## src/rtl/acc_alu_pkg.sv

```systemverilog
package acc_alu_pkg;
  localparam int unsigned SEL_W = 4;
  localparam int unsigned OP_COUNT = 10;

  typedef enum logic [SEL_W-1:0] {
    OP_PASS = 4'd0,
    OP_ADD  = 4'd1,
    OP_SUB  = 4'd2,
    OP_AND  = 4'd3,
    OP_OR   = 4'd4,
    OP_INV  = 4'd5,
    OP_INC  = 4'd6,
    OP_SHR  = 4'd7,
    OP_SHL  = 4'd8,
    OP_SAR  = 4'd9
  } op_e;

  function automatic logic sel_is_used(input logic [SEL_W-1:0] s);
    return (32'(s) < OP_COUNT);
  endfunction
endpackage

```

## src/rtl/acc_alu_arith.sv

```systemverilog
module acc_alu_arith #(
  parameter int unsigned W = 8
) (
  input  logic [W-1:0] a_i,
  input  logic [W-1:0] b_i,
  output logic [W-1:0] add_res_o,
  output logic         add_cy_o,
  output logic [W-1:0] sub_res_o,
  output logic         sub_bw_o,
  output logic [W-1:0] inc_res_o
);
  localparam int unsigned EW = W + 1;

  // Full adder over W bits with carry-in, extended result.
  function automatic logic [EW-1:0] add_ext(input logic [W-1:0] x,
                                            input logic [W-1:0] y,
                                            input logic cin);
    return {1'b0, x} + {1'b0, y} + {{W{1'b0}}, cin};
  endfunction

  logic [EW-1:0] sum_w, dif_w, inc_w;

  always_comb begin
    sum_w = add_ext(a_i, b_i, 1'b0);
    dif_w = add_ext(a_i, ~b_i, 1'b1);   // two's complement subtract
    inc_w = add_ext(a_i, '0, 1'b1);
  end

  assign add_res_o = sum_w[W-1:0];
  assign add_cy_o  = sum_w[W];
  assign sub_res_o = dif_w[W-1:0];
  assign sub_bw_o  = ~dif_w[W];         // no carry out means a borrow
  assign inc_res_o = inc_w[W-1:0];

  always_comb begin
    p_add_carry_r2: assert (add_cy_o == (add_res_o < a_i))
      else $error("R2 carry does not match wrap of sum");
    p_sub_borrow_r3: assert (sub_bw_o == (sub_res_o > a_i))
      else $error("R3 borrow does not match wrap of difference");
    p_inc_step_r6: assert ((inc_res_o == '0) == (&a_i))
      else $error("R6 increment wrap mismatch");
  end
endmodule

```

## src/rtl/acc_alu_logic.sv

```systemverilog
module acc_alu_logic #(
  parameter int unsigned W = 8
) (
  input  logic [W-1:0] a_i,
  input  logic [W-1:0] b_i,
  output logic [W-1:0] and_o,
  output logic [W-1:0] or_o,
  output logic [W-1:0] inv_o
);
  function automatic logic [W-1:0] bit_and(input logic [W-1:0] x, input logic [W-1:0] y);
    return x & y;
  endfunction

  function automatic logic [W-1:0] bit_or(input logic [W-1:0] x, input logic [W-1:0] y);
    return x | y;
  endfunction

  function automatic logic [W-1:0] bit_inv(input logic [W-1:0] x);
    return ~x;
  endfunction

  assign and_o = bit_and(a_i, b_i);
  assign or_o  = bit_or(a_i, b_i);
  assign inv_o = bit_inv(a_i);

  always_comb begin
    p_and_inside_or_r4: assert ((and_o & ~or_o) == '0)
      else $error("R4 AND result has bits outside OR result");
    p_inv_disjoint_r5: assert (((inv_o ^ a_i) == '1))
      else $error("R5 complement shares bits with operand");
  end
endmodule

```

## src/rtl/acc_alu_shift.sv

```systemverilog
module acc_alu_shift #(
  parameter int unsigned W = 8
) (
  input  logic [W-1:0] a_i,
  output logic [W-1:0] shr_res_o,
  output logic         shr_out_o,
  output logic [W-1:0] shl_res_o,
  output logic         shl_out_o,
  output logic [W-1:0] sar_res_o,
  output logic         sar_out_o
);
  localparam int unsigned MSB = W - 1;

  // One-place shift; fill selects the bit entering the vacated end.
  function automatic logic [W:0] shift_right(input logic [W-1:0] x, input logic fill);
    return {fill, x};   // {result, out-bit} in W+1 bits
  endfunction

  function automatic logic [W:0] shift_left(input logic [W-1:0] x);
    return {x, 1'b0};   // {out-bit, result}
  endfunction

  logic [W:0] shr_w, shl_w, sar_w;

  always_comb begin
    shr_w = shift_right(a_i, 1'b0);
    sar_w = shift_right(a_i, a_i[MSB]);
    shl_w = shift_left(a_i);
  end

  assign shr_res_o = shr_w[W:1];
  assign shr_out_o = shr_w[0];
  assign sar_res_o = sar_w[W:1];
  assign sar_out_o = sar_w[0];
  assign shl_res_o = shl_w[W-1:0];
  assign shl_out_o = shl_w[W];

  always_comb begin
    p_shr_recombine_r7: assert (({1'b0, shr_res_o} * 2 + {{W{1'b0}}, shr_out_o}) == {1'b0, a_i})
      else $error("R7 right shift loses a bit");
    p_shl_double_r8: assert ({shl_out_o, shl_res_o} == ({1'b0, a_i} * 2))
      else $error("R8 left shift is not a doubling");
    p_sar_sign_r9: assert (sar_res_o[MSB] == sar_res_o[MSB-1])
      else $error("R9 arithmetic shift lost sign copy");
    p_sar_vs_shr_r9: assert (sar_res_o[MSB-1:0] == shr_res_o[MSB-1:0])
      else $error("R9 arithmetic and logical shift disagree below sign");
  end
endmodule

```

## src/rtl/acc_alu.sv

```systemverilog
module acc_alu
  import acc_alu_pkg::*;
#(
  parameter int unsigned W = 8
) (
  input  logic [W-1:0]     acc_in,
  input  logic [W-1:0]     opd_in,
  input  logic [SEL_W-1:0] op_sel,
  output logic [W-1:0]     res_out,
  output logic             carry_out,
  output logic             zero_out
);
  // Unit outputs brought out as named wires for the checks below.
  logic [W-1:0] add_res, sub_res, inc_res;
  logic         add_cy, sub_bw;
  logic [W-1:0] and_res, or_res, inv_res;
  logic [W-1:0] shr_res, shl_res, sar_res;
  logic         shr_cy, shl_cy, sar_cy;
  logic         sel_valid;
  op_e          op;

  acc_alu_arith #(.W(W)) u_arith (
    .a_i(acc_in), .b_i(opd_in),
    .add_res_o(add_res), .add_cy_o(add_cy),
    .sub_res_o(sub_res), .sub_bw_o(sub_bw),
    .inc_res_o(inc_res)
  );

  acc_alu_logic #(.W(W)) u_logic (
    .a_i(acc_in), .b_i(opd_in),
    .and_o(and_res), .or_o(or_res), .inv_o(inv_res)
  );

  acc_alu_shift #(.W(W)) u_shift (
    .a_i(acc_in),
    .shr_res_o(shr_res), .shr_out_o(shr_cy),
    .shl_res_o(shl_res), .shl_out_o(shl_cy),
    .sar_res_o(sar_res), .sar_out_o(sar_cy)
  );

  assign op        = op_e'(op_sel);
  assign sel_valid = sel_is_used(op_sel);

  always_comb begin
    res_out   = '0;
    carry_out = 1'b0;
    unique case (op)
      OP_PASS: res_out = opd_in;
      OP_ADD:  begin res_out = add_res; carry_out = add_cy; end
      OP_SUB:  begin res_out = sub_res; carry_out = sub_bw; end
      OP_AND:  res_out = and_res;
      OP_OR:   res_out = or_res;
      OP_INV:  begin res_out = inv_res; carry_out = 1'b1; end
      OP_INC:  res_out = inc_res;
      OP_SHR:  begin res_out = shr_res; carry_out = shr_cy; end
      OP_SHL:  begin res_out = shl_res; carry_out = shl_cy; end
      OP_SAR:  begin res_out = sar_res; carry_out = sar_cy; end
      default: begin res_out = '0; carry_out = 1'b0; end
    endcase
  end

  assign zero_out = ~|res_out;

  always_comb begin
    p_unused_code_r11: assert (sel_valid || (zero_out && !carry_out))
      else $error("R11 unused code gave nonzero output");
    p_inv_carry_r5: assert ((op_sel != 4'd5) || carry_out)
      else $error("R5 complement carry low");
    p_inc_nocarry_r6: assert ((op_sel != 4'd6) || !carry_out)
      else $error("R6 increment raised carry");
    p_pass_nocarry_r1: assert ((op_sel != 4'd0) || (!carry_out && res_out == opd_in))
      else $error("R1 pass-through mismatch");
    p_logic_nocarry_r4: assert (!(op_sel == 4'd3 || op_sel == 4'd4) || !carry_out)
      else $error("R4 logic op raised carry");
    p_zero_vs_bits_r10: assert (!zero_out || ($countones(res_out) == 0))
      else $error("R10 zero flag with bits set");
  end
endmodule

```

## config.mk

```make
export PLATFORM = sky130hd
export DESIGN_NAME = acc_alu
export DESIGN_NICKNAME = d
export VERILOG_FILES = /design/src/rtl/acc_alu_pkg.sv /design/src/rtl/acc_alu_arith.sv /design/src/rtl/acc_alu_logic.sv /design/src/rtl/acc_alu_shift.sv /design/src/rtl/acc_alu.sv
export SDC_FILE = /design/constraint.sdc
export NUM_CORES = 1
export LEC_CHECK = 0
export BUFFER_PORTS_ARGS = -buffer_cell sky130_fd_sc_hd__buf_2
export CORE_MARGIN = 4
export CORE_UTILIZATION = 40
export DETAILED_ROUTE_END_ITERATION = 8
export PLACE_DENSITY_LB_ADDON = 0.2
export SYNTH_ARGS = -nofsm -noshare
export SYNTH_HDL_FRONTEND = slang
export SYNTH_SLANG_ARGS = --single-unit
```

## constraint.sdc

```tcl
create_clock -name vclk -period 2.8
set_input_delay 0.14 -clock vclk [all_inputs]
set_output_delay 0.14 -clock vclk [all_outputs]
set_load 0.02 [all_outputs]
```

* After elaboration in Yosys (flattened, before gate mapping)
Cells that the tools add are included.
** Storage, ports and cells
- Input port bits :: 20
- Word-level logic and storage cells :: 24
- Bits in registers :: 0
- Output and inout port bits :: 10
** Operators by class
- Add/sub/neg operators :: 4
- Reductions and logical operators :: 4
- Multiplexer cells :: 2
- Eq/ne operators :: 9
- Bitwise operators :: 5
** Operators with widths (number)
- case mux 8 bit (10 select lines) :: 1
- adder 8 x 8 -> 9 bit :: 2
- equality test 4 x 3 -> 1 bit (second input constant) :: 4
- inverter 8 bit :: 2
- adder 9 x 1 -> 9 bit (second input constant) :: 1
- adder 8 x 1 -> 8 bit (second input constant) :: 1
- AND 8 bit :: 1
- equality test 4 x 2 -> 1 bit (second input constant) :: 2
- equality test 4 bit (second input constant) :: 2
- OR 8 bit :: 1
- OR reduction 8 bit :: 1
- case mux 1 bit (5 select lines) :: 1
- equality test 4 x 1 -> 1 bit (second input constant) :: 1
- logical NOT 4 bit :: 1
- OR reduction 2 bit :: 1
- logical NOT 1 bit :: 1
- inverter 1 bit :: 1

* Longest topological paths before layout
- Word-level depth :: 6
- Mapped depth :: 11
- Depth with buffers taken out :: 11

* Cells and area by module
Synthesis repeated with hierarchy kept, for this count alone.
** Unflattened totals
- Cells, all modules :: 265
- Area total of the unflattened synthesis :: 2025.7 sq um
** By module, submodules not included
- acc_alu :: area an instance 863.3 sq um, sequential area each 0.0 sq um, cells an instance 107, times used 1
- acc_alu_arith :: area an instance 824.5 sq um, sequential area each 0.0 sq um, cells an instance 106, times used 1
- acc_alu_shift :: area an instance 206.4 sq um, sequential area each 0.0 sq um, cells an instance 28, times used 1
- acc_alu_logic :: area an instance 131.4 sq um, sequential area each 0.0 sq um, cells an instance 24, times used 1

* Worst setup path before layout
OpenSTA, ideal clock, no wires.
- Kind :: input-to-output
- Start :: input port acc_in[0]
- End :: output port zero_out
- Path slack :: 0.051 ns
- Cell stages on the path :: 10
- Required time :: 2.660 ns
- Arrival :: 2.609 ns
- Buffers on the path :: 0
- Cells stage by stage :: inv_1 -> ha_1 -> inv_1 -> fa_1 -> xor2_1 -> o221ai_1 -> or3_1 -> or3_1 -> or4_4 -> nor3_2
** On the way
- Longest elaborated chain between the ends :: 5
- Elaborated cells between the ends (all ways) :: 10
- Classes of those cells :: add/sub: 4; mux: 1; bitwise: 3; reduce/logical: 2
** Ends and longest elaborated chain
- from (decl) :: line acc_alu.sv:6 : input logic [W-1:0] acc_in,
- adder 8 x 8 -> 9 bit :: line acc_alu_arith.sv:18 : return {1'b0, x} + {1'b0, y} + {{W{1'b0}}, cin};
- adder 9 x 1 -> 9 bit :: line acc_alu_arith.sv:18
- case mux 8 bit (10 select lines) (*) :: line acc_alu.sv:47 : unique case (op)
- named net res_out[2] :: line acc_alu.sv:9 : output logic [W-1:0] res_out,
- OR reduction 8 bit (*) :: line acc_alu.sv:62 : assign zero_out = ~|res_out;
- logical NOT 1 bit (*) :: line acc_alu.sv:62
- to (decl) :: line acc_alu.sv:11 : output logic zero_out
The timed path passes the listed nets; every way through them passes the cells marked *.

* Final worst setup path
- Start :: input port opd_in[0]
- End :: output port zero_out
** On the way
- Longest elaborated chain between the ends :: 6
- Elaborated cells between the ends (all ways) :: 9
- Classes of those cells :: add/sub: 3; mux: 1; bitwise: 3; reduce/logical: 2
** Ends and longest elaborated chain
- from (decl) :: line acc_alu.sv:7 : input logic [W-1:0] opd_in,
- inverter 8 bit :: line acc_alu_arith.sv:25 : dif_w = add_ext(a_i, ~b_i, 1'b1);
- adder 8 x 8 -> 9 bit :: line acc_alu_arith.sv:18
- adder 9 x 1 -> 9 bit :: line acc_alu_arith.sv:18
- case mux 8 bit (10 select lines) (*) :: line acc_alu.sv:47
- OR reduction 8 bit (*) :: line acc_alu.sv:62
- logical NOT 1 bit (*) :: line acc_alu.sv:62
Mark *: on every way between the ends. The rest lies on a longest branch, timed or not.

==> reports/results.ini <==
[setup_path]
crit_start = opd_in[0]
worstSetupPathType = primary input to output port
path_max_fanout = 3
crit_required_ns = 2.66
end_kind = output port
cp.arrival_ns = 2.60
endpoint = zero_out
startpoint_type = primary input

[pwr]
finalPower_mw = 0.352
p_leak_nw = 0.910
power_density_nw_per_um2 = 179
vdd_ir_drop_max_uv = 76.6

[final_layout]
n_antenna_cell = 0
fin_util_pct = 52.3
final_net_count = 320
fillers = 378
nClkBuffers = 0
drive_gt1_share_pct = 25.2
design.seq.count = 0
seqCellArea_um2 = 0
area_delta_synth_final_pct = 22.2

[global_route]
antenna_found_initial = 0
top_usage_layer = met2
grt.met3_usage_pct = 0.842
grt_pass1_wl_mm = 8.29
met1_usage_pct = 28.4
grt_util_met2_pct = 30.8
first_global_vias = 1726
grt_usage_pct = 19.1
grt_overflow = 0
grt_max_degree = 20

[place]
place_congestion = 0.916
portBuffers = 30
dp_slack_ns = -0.110
dp_hpwl_mm = 4.04

[detailed_routing]
ant_nets = 0
dr.pass1.iters = 5
route.detailed.drc = 0
vias_per_cell = 5.76
drt-total-wl_mm = 4.95
wl_per_cell_um = 15.6
vias = 1833
drt_iter0_markers = 207

[timing]
worst_slack_ns = 0.0599
slew_headroom_pct = 59.3
tns_ns = 0
fin_crit_sh_pct = 97.9
max_freq_mhz = 365
hold_violations = 0
drv_slew = 0
worst_pin_slew_ns = 0.605
period_minus_slack_ns = 2.74
rsz0062_at_grt = yes
final-setup-viol-count = 0

[outcome]
status = finished clean

[die]
io_pins = 30
dieArea_um2 = 5110
row_count = 22
die_y_um = 71.5
core_um2 = 3770
initial_core_util_pct = 42.8
die_x_um = 71.5

[run]
drv_cap = 0

[logic_synthesis]
syn_area_per_cell_um2 = 7.07
yosysTopAreaCellShare_pct = 20.2
synth_common_cells = 26 x ha_1, 26 x inv_1, 19 x nor2_1
yosysUniqueCellTypes = 59
syn_inst = 228
ys_warn_count = 0
synth_nets = 276
synth_top_area_cell = ha_1
yosysSeqAreaShare_pct = 0
yosys-top-cells-area = ha_1 20%, inv_1 6.1%, nor2_1 4.4%
syn_area_um2 = 1610

[clocking]
postCtsSetupBuffers = 0

[hold_path]
hold_path_class = primary input to output port

## cells by family after synthesis
kind of cell    Yosys count  share of synthesized area (%)
simple gates             78                           26.8
compound gates           70                           31.8
buf+inv                  37                           9.85
fa+ha+maj                28                           22.7
xor+xnor                  8                           4.34
mux                       7                           4.58
## placed cells by master (no fill, tap or decap), types with 5 or more instances in the layout
cell type  instances
inv_1             24
o22ai_1            6
nand3_1            6
a22oi_1            6
nor2_1            19
nand2_1           16
ha_1              25
nor3_1             6
o211ai_1           5
buf_4             23
a32oi_1            6
buf_2             28
o21ai_0            9
a21oi_1           13
## worst max-delay path, stage by stage
cell and delay [ns]:
buf_2 0.13, ha_1 0.16, inv_1 0.06, fa_2 0.35
xor2_1 0.16, o221ai_1 0.13, or3_1 0.35, or3_4 0.40
or4_4 0.45, nor3_4 0.13, buf_6 0.14
## through the flow
step / instance area (um^2) / hold slack, ns / instances
global route: 1970 / 0.906 / 318
floorplan: 1610 / 0.505 / 228
finish: 1970 / 0.841 / 318
CTS: 1940 / 0.846 / 318
global placement: 1930 / 0.827 / 318
detailed placement: 1930 / 0.845 / 318
## power breakdown
part / switching, mW / internal [mW] / leakage [nW] / total, mW
registers: 0 / 0 / 0 / 0
logic: 0.206 / 0.146 / 0.910 / 0.352
clock network: 0 / 0 / 0 / 0
## worst min-delay path by stage
| stage | start | to | slack, ns | depth (start not counted) |
|---|---|---|---|---|
| finish | acc_in[7] | carry_out | 0.84 | 4 |
| global placement | acc_in[7] | res_out[6] | 0.83 | 4 |
| global route | acc_in[2] | res_out[1] | 0.91 | 4 |
| CTS | acc_in[7] | res_out[6] | 0.85 | 4 |
| floorplan | acc_in[1] | res_out[0] | 0.50 | 2 |
| detailed placement | acc_in[7] | res_out[6] | 0.85 | 4 |
## cell type report
cell class	instances	area, um^2	area share, %
multi-input combinational	191	1480	75.2
timing repair buffer	52	324	16.4
inverter	27	104	5.27
tap	48	60.1	3.05
## metal layers
metal	up-vias	share of wire [%]
li1	924	-
met3	8	7.8
met2	74	45
met4	0	1.3
met1	827	46
met5	-	0
## repair_timing
item / in CTS / in global routing
endpoints found under the setup margin: 1 / 1
hold endpoints to repair: 0 / 0
pin swaps: 1 / 0
resized for setup: 2 / 10
hold buffers: 0 / 0
No activity file was read; power rests on OpenSTA's default activity.
